`config.mk`:
```
export PLATFORM = sky130hd
export DESIGN_NAME = bus_hold_arbiter
export DESIGN_NICKNAME = d
export VERILOG_FILES = /design/src/rtl/bharb_pkg.sv /design/src/rtl/bharb_dsc_hold.sv /design/src/rtl/bharb_dma_hold.sv /design/src/rtl/bharb_prio_pick.sv /design/src/rtl/bus_hold_arbiter.sv
export SDC_FILE = /design/constraint.sdc
export NUM_CORES = 1
export LEC_CHECK = 0
export CAP_MARGIN = 25
export CORE_AREA = 8 8 45 47
export CTS_CLUSTER_DIAMETER = 80
export CTS_CLUSTER_SIZE = 40
export DETAILED_ROUTE_END_ITERATION = 7
export DIE_AREA = 0 0 53 55
export HOLD_SLACK_MARGIN = 0.15
export PLACE_DENSITY = 0.6
export REMOVE_ABC_BUFFERS = 1
export SYNTH_ARGS = -nofsm -noshare
export SYNTH_HDL_FRONTEND = slang
export SYNTH_HIERARCHICAL = 1
export SYNTH_SLANG_ARGS = --single-unit
```
`constraint.sdc`:
```
create_clock -name clk -period 1.8 [get_ports clk]
set_input_delay 0.54 -clock clk [delete_from_list [all_inputs] [get_ports clk]]
set_output_delay 0.54 -clock clk [all_outputs]
set_load 0.005 [all_outputs]
```
`src/rtl/bharb_pkg.sv`:
```
package bharb_pkg;
  localparam int NUM_MST = 3;
  localparam int OWN_W   = $clog2(NUM_MST);
  localparam int PH_W    = 2;
  localparam int MODE_W  = 2;

  typedef enum logic [OWN_W-1:0] {
    OWN_CPU = 2'd0,
    OWN_DMA = 2'd1,
    OWN_DSC = 2'd2
  } owner_t;

  typedef enum logic [PH_W-1:0] {
    PH_DATA  = 2'd0,
    PH_FETCH = 2'd1,
    PH_FIRST = 2'd2,
    PH_WBACK = 2'd3
  } dsc_phase_t;

  typedef enum logic [MODE_W-1:0] {
    MD_SINGLE = 2'd0,
    MD_BLOCK  = 2'd1,
    MD_BURST  = 2'd2,
    MD_RSVD   = 2'd3
  } dma_mode_t;
endpackage

```
`src/rtl/bharb_dsc_hold.sv`:
```
module bharb_dsc_hold
  import bharb_pkg::*;
(
  input  logic [PH_W-1:0] phase,
  input  logic            run_more,
  output logic            keep
);
  logic in_ctrl_phase;

  always_comb begin
    unique case (dsc_phase_t'(phase))
      PH_FETCH, PH_FIRST, PH_WBACK: in_ctrl_phase = 1'b1;
      default:                      in_ctrl_phase = 1'b0;
    endcase
    keep = in_ctrl_phase | run_more;
  end
endmodule

```
`src/rtl/bharb_dma_hold.sv`:
```
module bharb_dma_hold
  import bharb_pkg::*;
(
  input  logic              mode,
  input  logic [MODE_W-1:0] mode_sel,
  input  logic              dual,
  input  logic              rd_cyc,
  input  logic              unit_last,
  input  logic              higher_req,
  input  logic              nohold,
  output logic              keep
);
  logic pair_lock;
  logic grouped;
  logic soft_lock;

  always_comb begin
    pair_lock = dual & rd_cyc;
    unique case (dma_mode_t'(mode_sel))
      MD_BLOCK, MD_BURST: grouped = 1'b1;
      default:            grouped = 1'b0;
    endcase
    soft_lock = grouped & ~unit_last & ~higher_req & ~nohold;
    keep = mode & (pair_lock | soft_lock);
  end
endmodule

```
`src/rtl/bharb_prio_pick.sv`:
```
module bharb_prio_pick
  import bharb_pkg::*;
#(
  parameter int N = NUM_MST,
  parameter int W = OWN_W
) (
  input  logic [N-1:0] req,
  output logic [W-1:0] win
);
  always_comb begin
    win = '0;
    for (int i = 0; i < N; i++) begin
      if (req[i]) win = W'(i);
    end
  end
endmodule

```
`src/rtl/bus_hold_arbiter.sv`:
```
module bus_hold_arbiter
  import bharb_pkg::*;
(
  input  logic       clk,
  input  logic       rst_n,
  input  logic       cfg_dma_nohold,
  input  logic       cpu_cyc_end,
  input  logic       dsc_req,
  input  logic       dsc_cyc_end,
  input  logic [1:0] dsc_phase,
  input  logic       dsc_run_more,
  input  logic       dma_req,
  input  logic       dma_cyc_end,
  input  logic [1:0] dma_mode,
  input  logic       dma_dual,
  input  logic       dma_rd_cyc,
  input  logic       dma_unit_last,
  output logic       gnt_cpu,
  output logic       gnt_dma,
  output logic       gnt_dsc,
  output logic [1:0] owner_id
);
  owner_t           own_q;
  owner_t           own_d;
  logic             bnd;
  logic             keep_dsc;
  logic             keep_dma;
  logic             keep_own;
  logic [OWN_W-1:0] pick;
  logic [NUM_MST-1:0] req_vec;

  // bit index equals owner code; higher index wins
  assign req_vec = {dsc_req, dma_req, 1'b1};

  bharb_prio_pick #(.N(NUM_MST), .W(OWN_W)) u_pick (
    .req (req_vec),
    .win (pick)
  );

  bharb_dsc_hold u_dsc_hold (
    .phase    (dsc_phase),
    .run_more (dsc_run_more),
    .keep     (keep_dsc)
  );

  bharb_dma_hold u_dma_hold (
    .mode       (own_q == OWN_DMA),
    .mode_sel   (dma_mode),
    .dual       (dma_dual),
    .rd_cyc     (dma_rd_cyc),
    .unit_last  (dma_unit_last),
    .higher_req (dsc_req),
    .nohold     (cfg_dma_nohold),
    .keep       (keep_dma)
  );

  always_comb begin
    unique case (own_q)
      OWN_DSC: begin bnd = dsc_cyc_end; keep_own = keep_dsc; end
      OWN_DMA: begin bnd = dma_cyc_end; keep_own = keep_dma; end
      default: begin bnd = cpu_cyc_end; keep_own = 1'b0;     end
    endcase
    own_d = own_q;
    if (bnd && !keep_own) own_d = owner_t'(pick);
  end

  always_ff @(posedge clk) begin
    if (!rst_n) own_q <= OWN_CPU;
    else        own_q <= own_d;
  end

  assign gnt_cpu  = (own_q == OWN_CPU);
  assign gnt_dma  = (own_q == OWN_DMA);
  assign gnt_dsc  = (own_q == OWN_DSC);
  assign owner_id = own_q;

  assert_gnt_onehot_R2: assert property (@(posedge clk) disable iff (!rst_n)
    $countones({gnt_dsc, gnt_dma, gnt_cpu}) == 1);

  assert_no_move_R3: assert property (@(posedge clk) disable iff (!rst_n)
    !bnd |=> $stable(owner_id));

  assert_prio_dsc_R4: assert property (@(posedge clk) disable iff (!rst_n)
    bnd && !keep_own && dsc_req |=> gnt_dsc);

  assert_dsc_phase_R5: assert property (@(posedge clk) disable iff (!rst_n)
    gnt_dsc && dsc_cyc_end && (dsc_phase != 2'd0) |=> gnt_dsc);

  assert_dsc_run_R6: assert property (@(posedge clk) disable iff (!rst_n)
    gnt_dsc && dsc_cyc_end && dsc_run_more |=> gnt_dsc);

  assert_dma_pair_R7: assert property (@(posedge clk) disable iff (!rst_n)
    gnt_dma && dma_cyc_end && dma_dual && dma_rd_cyc |=> gnt_dma);

  assert_dma_group_R8: assert property (@(posedge clk) disable iff (!rst_n)
    gnt_dma && dma_cyc_end && (dma_mode == 2'd1 || dma_mode == 2'd2) &&
    !dma_unit_last && !dsc_req && !cfg_dma_nohold |=> gnt_dma);

  assert_nohold_R10: assert property (@(posedge clk) disable iff (!rst_n)
    gnt_dma && dma_cyc_end && cfg_dma_nohold && !(dma_dual && dma_rd_cyc) &&
    !dma_req && !dsc_req |=> gnt_cpu);
endmodule

```
==> results of run 1 <==
[through the flow]
stage          total power [uW]  instances  instance area (um^2)  util (%)
3_5_place_dp                180         62                   462      33.4
6_report                    271         65                   517      37.3
5_1_grt                     293         65                   517      37.3
4_1_cts                     284         65                   497      35.9
2_1_floorplan               102         24                   226         -
3_3_place_gp                177         62                   462      33.4
[final timing paths]
kind	startpoint	end	cells past startpoint
setup / recovery	dsc_phase[1]	owner_id[1]	5
hold reg to reg	owner_id[0]	owner_id[0]	2
hold / removal	owner_id[0]	owner_id[0]	2
setup reg to reg	owner_id[1]	owner_id[1]	7
[cells in the final DEF, fill, tap and decap left out, drive strengths merged, types with 2 or more instances in the layout]
cell and count:
clkdlybuf4s50 10, ha 4, dlygate4sd2 3, dlymetal6s2s 7, mux2i 2, nand2 6, inv 2, dfxtp 2
clkbuf 3, buf 2
[final cells by class]
cell class                 count  area share [%]
clock buffer                   3            4.36
inverter                       2            1.45
multi-input combinational     20            37.3
sequential                     2            8.72
tap                           16            3.87
timing repair buffer          22            44.3
[power groups by stage]
| stage | clock network (uW) | registers (uW) | logic [uW] |
|---|---|---|---|
| after global placement | 0 | 53.8 | 123 |
| after detailed placement | 0 | 53.8 | 126 |
| after CTS | 106 | 54.8 | 123 |
| after floorplan | 0 | 55.9 | 45.9 |
| after global routing | 105 | 56.5 | 132 |
| final | 97.7 | 55.3 | 118 |
[critical path, cell delays in order]
cell	delay, ns
clkdlybuf4s50_1	0.39
or3_1	0.36
a221oi_2	0.18
o22a_2	0.21
mux2i_1	0.18
[per-layer routing]
| layer | up-vias | part of all wire [%] |
|---|---|---|
| met5 | - | 0 |
| met1 | 116 | 37 |
| li1 | 137 | - |
| met4 | 0 | 0 |
| met3 | 0 | 14 |
| met2 | 13 | 48 |
[what timing repair did]
item | CTS | global route
endpoints found under the setup margin | 5 | 2
pin swaps | 5 | 5
resized for setup | 9 | 9
==> results.yml, run 1 <==
status:
  outcome: "finished, final reports clean"
clocking:
  cts_max_level: 1
  worst_setup_hold_path_clk_slew_ns: 0.03
  cts_setup_buffers: 0
  cts_tree: "yes"
  clock_latency_ns: 0.22
  root_buffer: "clkbuf_4"
  holdBufCountCts: 0
  clkSinkCount: 2
  cts_buffer_depth: 2
  cts-buffers-inserted: 3
sta:
  period_minus_slack_ns: 1.72
  rsz0062_at_grt: "no"
  timing.final.crit_share_pct: 95.8
  fin_setup_tns_ns: 0
  worst_slew_pin_slew_ns: 0.206
  hold_viol: 0
  setup_ws_ns: 0.0758
  setup_viol: 0
  holdWs_ns: 0.505
  clock.fmax_mhz: 580
  skew_ns: 0.00188
  slew_headroom_pct: 86.2
  finalMaxSlewViolations: 0
final_layout:
  fillers: 144
  multi_input_comb_area_um2: 193
  syn_to_final_growth_pct: 121
  num_antenna_cells: 0
  largest_reg_flops: 2
  seqCellArea_um2: 45.0
  drive_gt1_share_pct: 30.6
  nNetsFinal: 71
worst_setup_path:
  crit_arrival_ns: 1.87
  crit_path_start_kind: "primary input"
  crit_fanout: 2
  cp.required_ns: 1.94
  crit_path_end_kind: "register"
  critPathKind: "primary input to register"
  worst-r2r-setup-slack_ns: 0.14
power_and_ir_drop:
  p_per_area_nw_per_um2: 525
  power.leakage_uw: 0.000266
  combPwrFrac_pct: 43.6
  p_seq_share_pct: 20.4
  p_switching_uw: 72.6
  p_int_uw: 199
  swShare_pct: 26.7
  pwr-share-clk_pct: 36.0
  ir_drop_mv: 0.290
grt:
  overflow: 0
  grt_util_all_layers_pct: 5.19
  grt_pass1_wl_um: 1120
  busiest_layer: "met2"
  met2_usage_pct: 7.81
  use_met1_pct: 5.30
  antenna_found_initial: 0
  grt_max_degree: 6
  grt_pass1_vias: 273
  met3_usage_pct: 3.74
die:
  top_level_ports: 21
  initial_core_util_pct: 16.9
  chipWidth_um: 53
  num_rows: 14
  die_h_um: 55
  core_area_um2: 1380
  die_area_um2: 2920
route:
  firstDrtPassIters: 4
  ant_nets: 0
  first_iter_violations: 2
  dr_total_vias: 266
  postRouteWirelength_um: 752
  wl_per_cell_um: 11.6
  drcViolationCount: 0
  vias_per_cell: 4.09
placement:
  dp_hpwl_um: 624
  post-place-ws_ns: -0.314
  gp_congestion: 0.663
  port_buffers: 20
synth:
  syn_area_um2: 234
  avgSynthCellArea_um2: 9.36
  synth_cells: 25
  yosysWarnings: 6
hold_path:
  worst_hold_path_type: "register to register"
run:
  maxCapViolCount: 0
Note: power is estimated with default switching activity, not from simulation.
==> run 2, diff against run 1 <==
==> constraint.sdc (replaced) <==
create_clock -name clk -period 1.4 [get_ports clk]
set_input_delay 0.42 -clock clk [delete_from_list [all_inputs] [get_ports clk]]
set_output_delay 0.42 -clock clk [all_outputs]
set_load 0.005 [all_outputs]
==> results.yml, run 2 (same netlist as run 1, synthesis figures left out) <==
status:
  outcome: "finished with violations"
  violations: "setup timing"
worst_setup_path:
  r2r-start: "owner_id[1]"
  crit_arrival_ns: 1.77
  crit_fanout: 3
  critPathKind: "register to register"
  r2r_end: "owner_id[0]"
  worst-r2r-setup-slack_ns: -0.23
  cp.required_ns: 1.54
  crit_path_end_kind: "register"
  crit_path_start_kind: "register"
  r2r_cells: 7
grt:
  grt_pass1_wl_um: 1220
  grt_pass1_vias: 305
  grt_max_degree: 5
  overflow: 0
  antenna_found_initial: 0
  grt_util_all_layers_pct: 5.68
die:
  chipWidth_um: 53
  die_area_um2: 2920
  core_area_um2: 1380
  initial_core_util_pct: 16.9
  die_h_um: 55
  num_rows: 14
  top_level_ports: 21
route:
  wl_per_cell_um: 11.6
  firstDrtPassIters: 1
  ant_nets: 0
  dr_total_vias: 293
  first_iter_violations: 0
  vias_per_cell: 4.13
  drcViolationCount: 0
  postRouteWirelength_um: 825
sta:
  holdWs_ns: 0.613
  timing.final.crit_share_pct: 116
  clock.fmax_mhz: 615
  hold_viol: 0
  slew_headroom_pct: 87.0
  setup_ws_ns: -0.227
  finalMaxSlewViolations: 0
  rsz0062_at_grt: "yes"
  period_minus_slack_ns: 1.63
  setup_viol: 3
  skew_ns: 0.00291
  worst_slew_pin_slew_ns: 0.194
clocking:
  cts_max_level: 1
  worst_setup_hold_path_clk_slew_ns: 0.03
  cts-buffers-inserted: 3
  cts_buffer_depth: 2
  cts_tree: "yes"
  root_buffer: "clkbuf_4"
  clkSinkCount: 2
  clock_latency_ns: 0.22
  holdBufCountCts: 0
run:
  maxCapViolCount: 0
power_and_ir_drop:
  p_per_area_nw_per_um2: 690
  power.leakage_uw: 0.000253
  ir_drop_mv: 0.344
  p_switching_uw: 112
  swShare_pct: 28.0
  pwr-share-clk_pct: 31.8
  combPwrFrac_pct: 50.5
  p_int_uw: 289
  p_seq_share_pct: 17.7
placement:
  port_buffers: 20
  placed_cells: 66
  gp_congestion: 0.731
  placed_cell_area_um2: 492
  dp_hpwl_um: 654
final_layout:
  num_antenna_cells: 0
  layout_common_cells: "clkdlybuf4s50_1, dlygate4sd2_1, nand2_1, buf_4, buf_6"
  final_area_um2: 582
  finalNonFillerCells: 71
  drive_gt1_share_pct: 49.1
  largest_reg_flops: 2
  syn_to_final_growth_pct: 149
  fillers: 157
  nNetsFinal: 77
  final_common_cell: "clkdlybuf4s50_1"
hold_path:
  holdPathEnd: "owner_id[1]"
  hp-start: "owner_id[1]"
  min_path_cells: 3
  worst_hold_path_type: "register to register"
==> run 2: changes by cell type in the layout (fill, tap and decap cells not counted), sizes merged <==
cell	before	now
buf	2	12
clkdlybuf4s50	10	9
dlygate4sd2	3	7
dlymetal6s2s	7	0
==> run 2: power groups by stage <==
| stage | sequential [uW] | clock [uW] | combinational, uW |
|---|---|---|---|
| floorplan | 71.9 | 0 | 59.0 |
| global route | 71.3 | 142 | 227 |
| finish | 71.1 | 128 | 203 |
| global placement | 67.8 | 0 | 175 |
| CTS | 70.6 | 139 | 180 |
| detailed placement | 67.9 | 0 | 177 |
==> run 2: final cells by class <==
cell class / count / area (um^2) / area share [%]
inverter: 2 / 12.5 / 2.15
sequential: 2 / 42.5 / 7.31
clock buffer: 3 / 22.5 / 3.87
timing repair buffer: 28 / 258 / 44.3
multi-input combinational: 20 / 226 / 38.9
tap: 16 / 20.0 / 3.44
==> run 2: worst max-delay path by stage <==
| stage | cells after the start | slack [ns] | to | from |
|---|---|---|---|---|
| after detailed placement | 6 | -0.60 | owner_id[0] | dma_mode[0] |
| after global routing | 7 | -0.30 | owner_id[0] | owner_id[1] |
| after floorplan | 7 | -0.34 | owner_id[0] | owner_id[1] |
| final | 7 | -0.23 | owner_id[0] | owner_id[1] |
| after CTS | 7 | -0.22 | owner_id[0] | owner_id[1] |
| after global placement | 6 | -0.55 | owner_id[1] | dma_mode[0] |
==> run 2: what timing repair did <==
action,CTS,global route
pin swaps,6,1
resized for setup,34,9
endpoints found under the hold margin,0,0
endpoints found under the setup margin,7,5
setup buffers,2,1
==> run 2: routing by layer <==
layer	track usage (%)	wire, um	vias to the layer above
met2	9.77	424	13
met4	2.59	0	0
met1	4.55	290	131
met3	4.81	110	0
met5	0	0	-
li1	-	-	149
==> run 2: worst max-delay path: stages, from the launching register on <==
cell      delay (ns)
dfxtp_2         0.32
inv_2           0.05
ha_4            0.16
nor4b_4         0.12
a32o_2          0.25
a221oi_2        0.24
o22a_2          0.21
mux2i_1         0.19
==> run 2: metrics by stage <==
stage	total power (uW)	utilization (%)	setup WS [ns]	setup TNS [ns]
3_5_place_dp	245	35.5	-0.596	-1.74
3_3_place_gp	243	35.5	-0.552	-1.68
4_1_cts	389	39.7	-0.216	-0.649
6_report	401	42.0	-0.227	-0.535
5_1_grt	440	42.0	-0.301	-0.768
2_1_floorplan	131	-	-0.338	-0.676
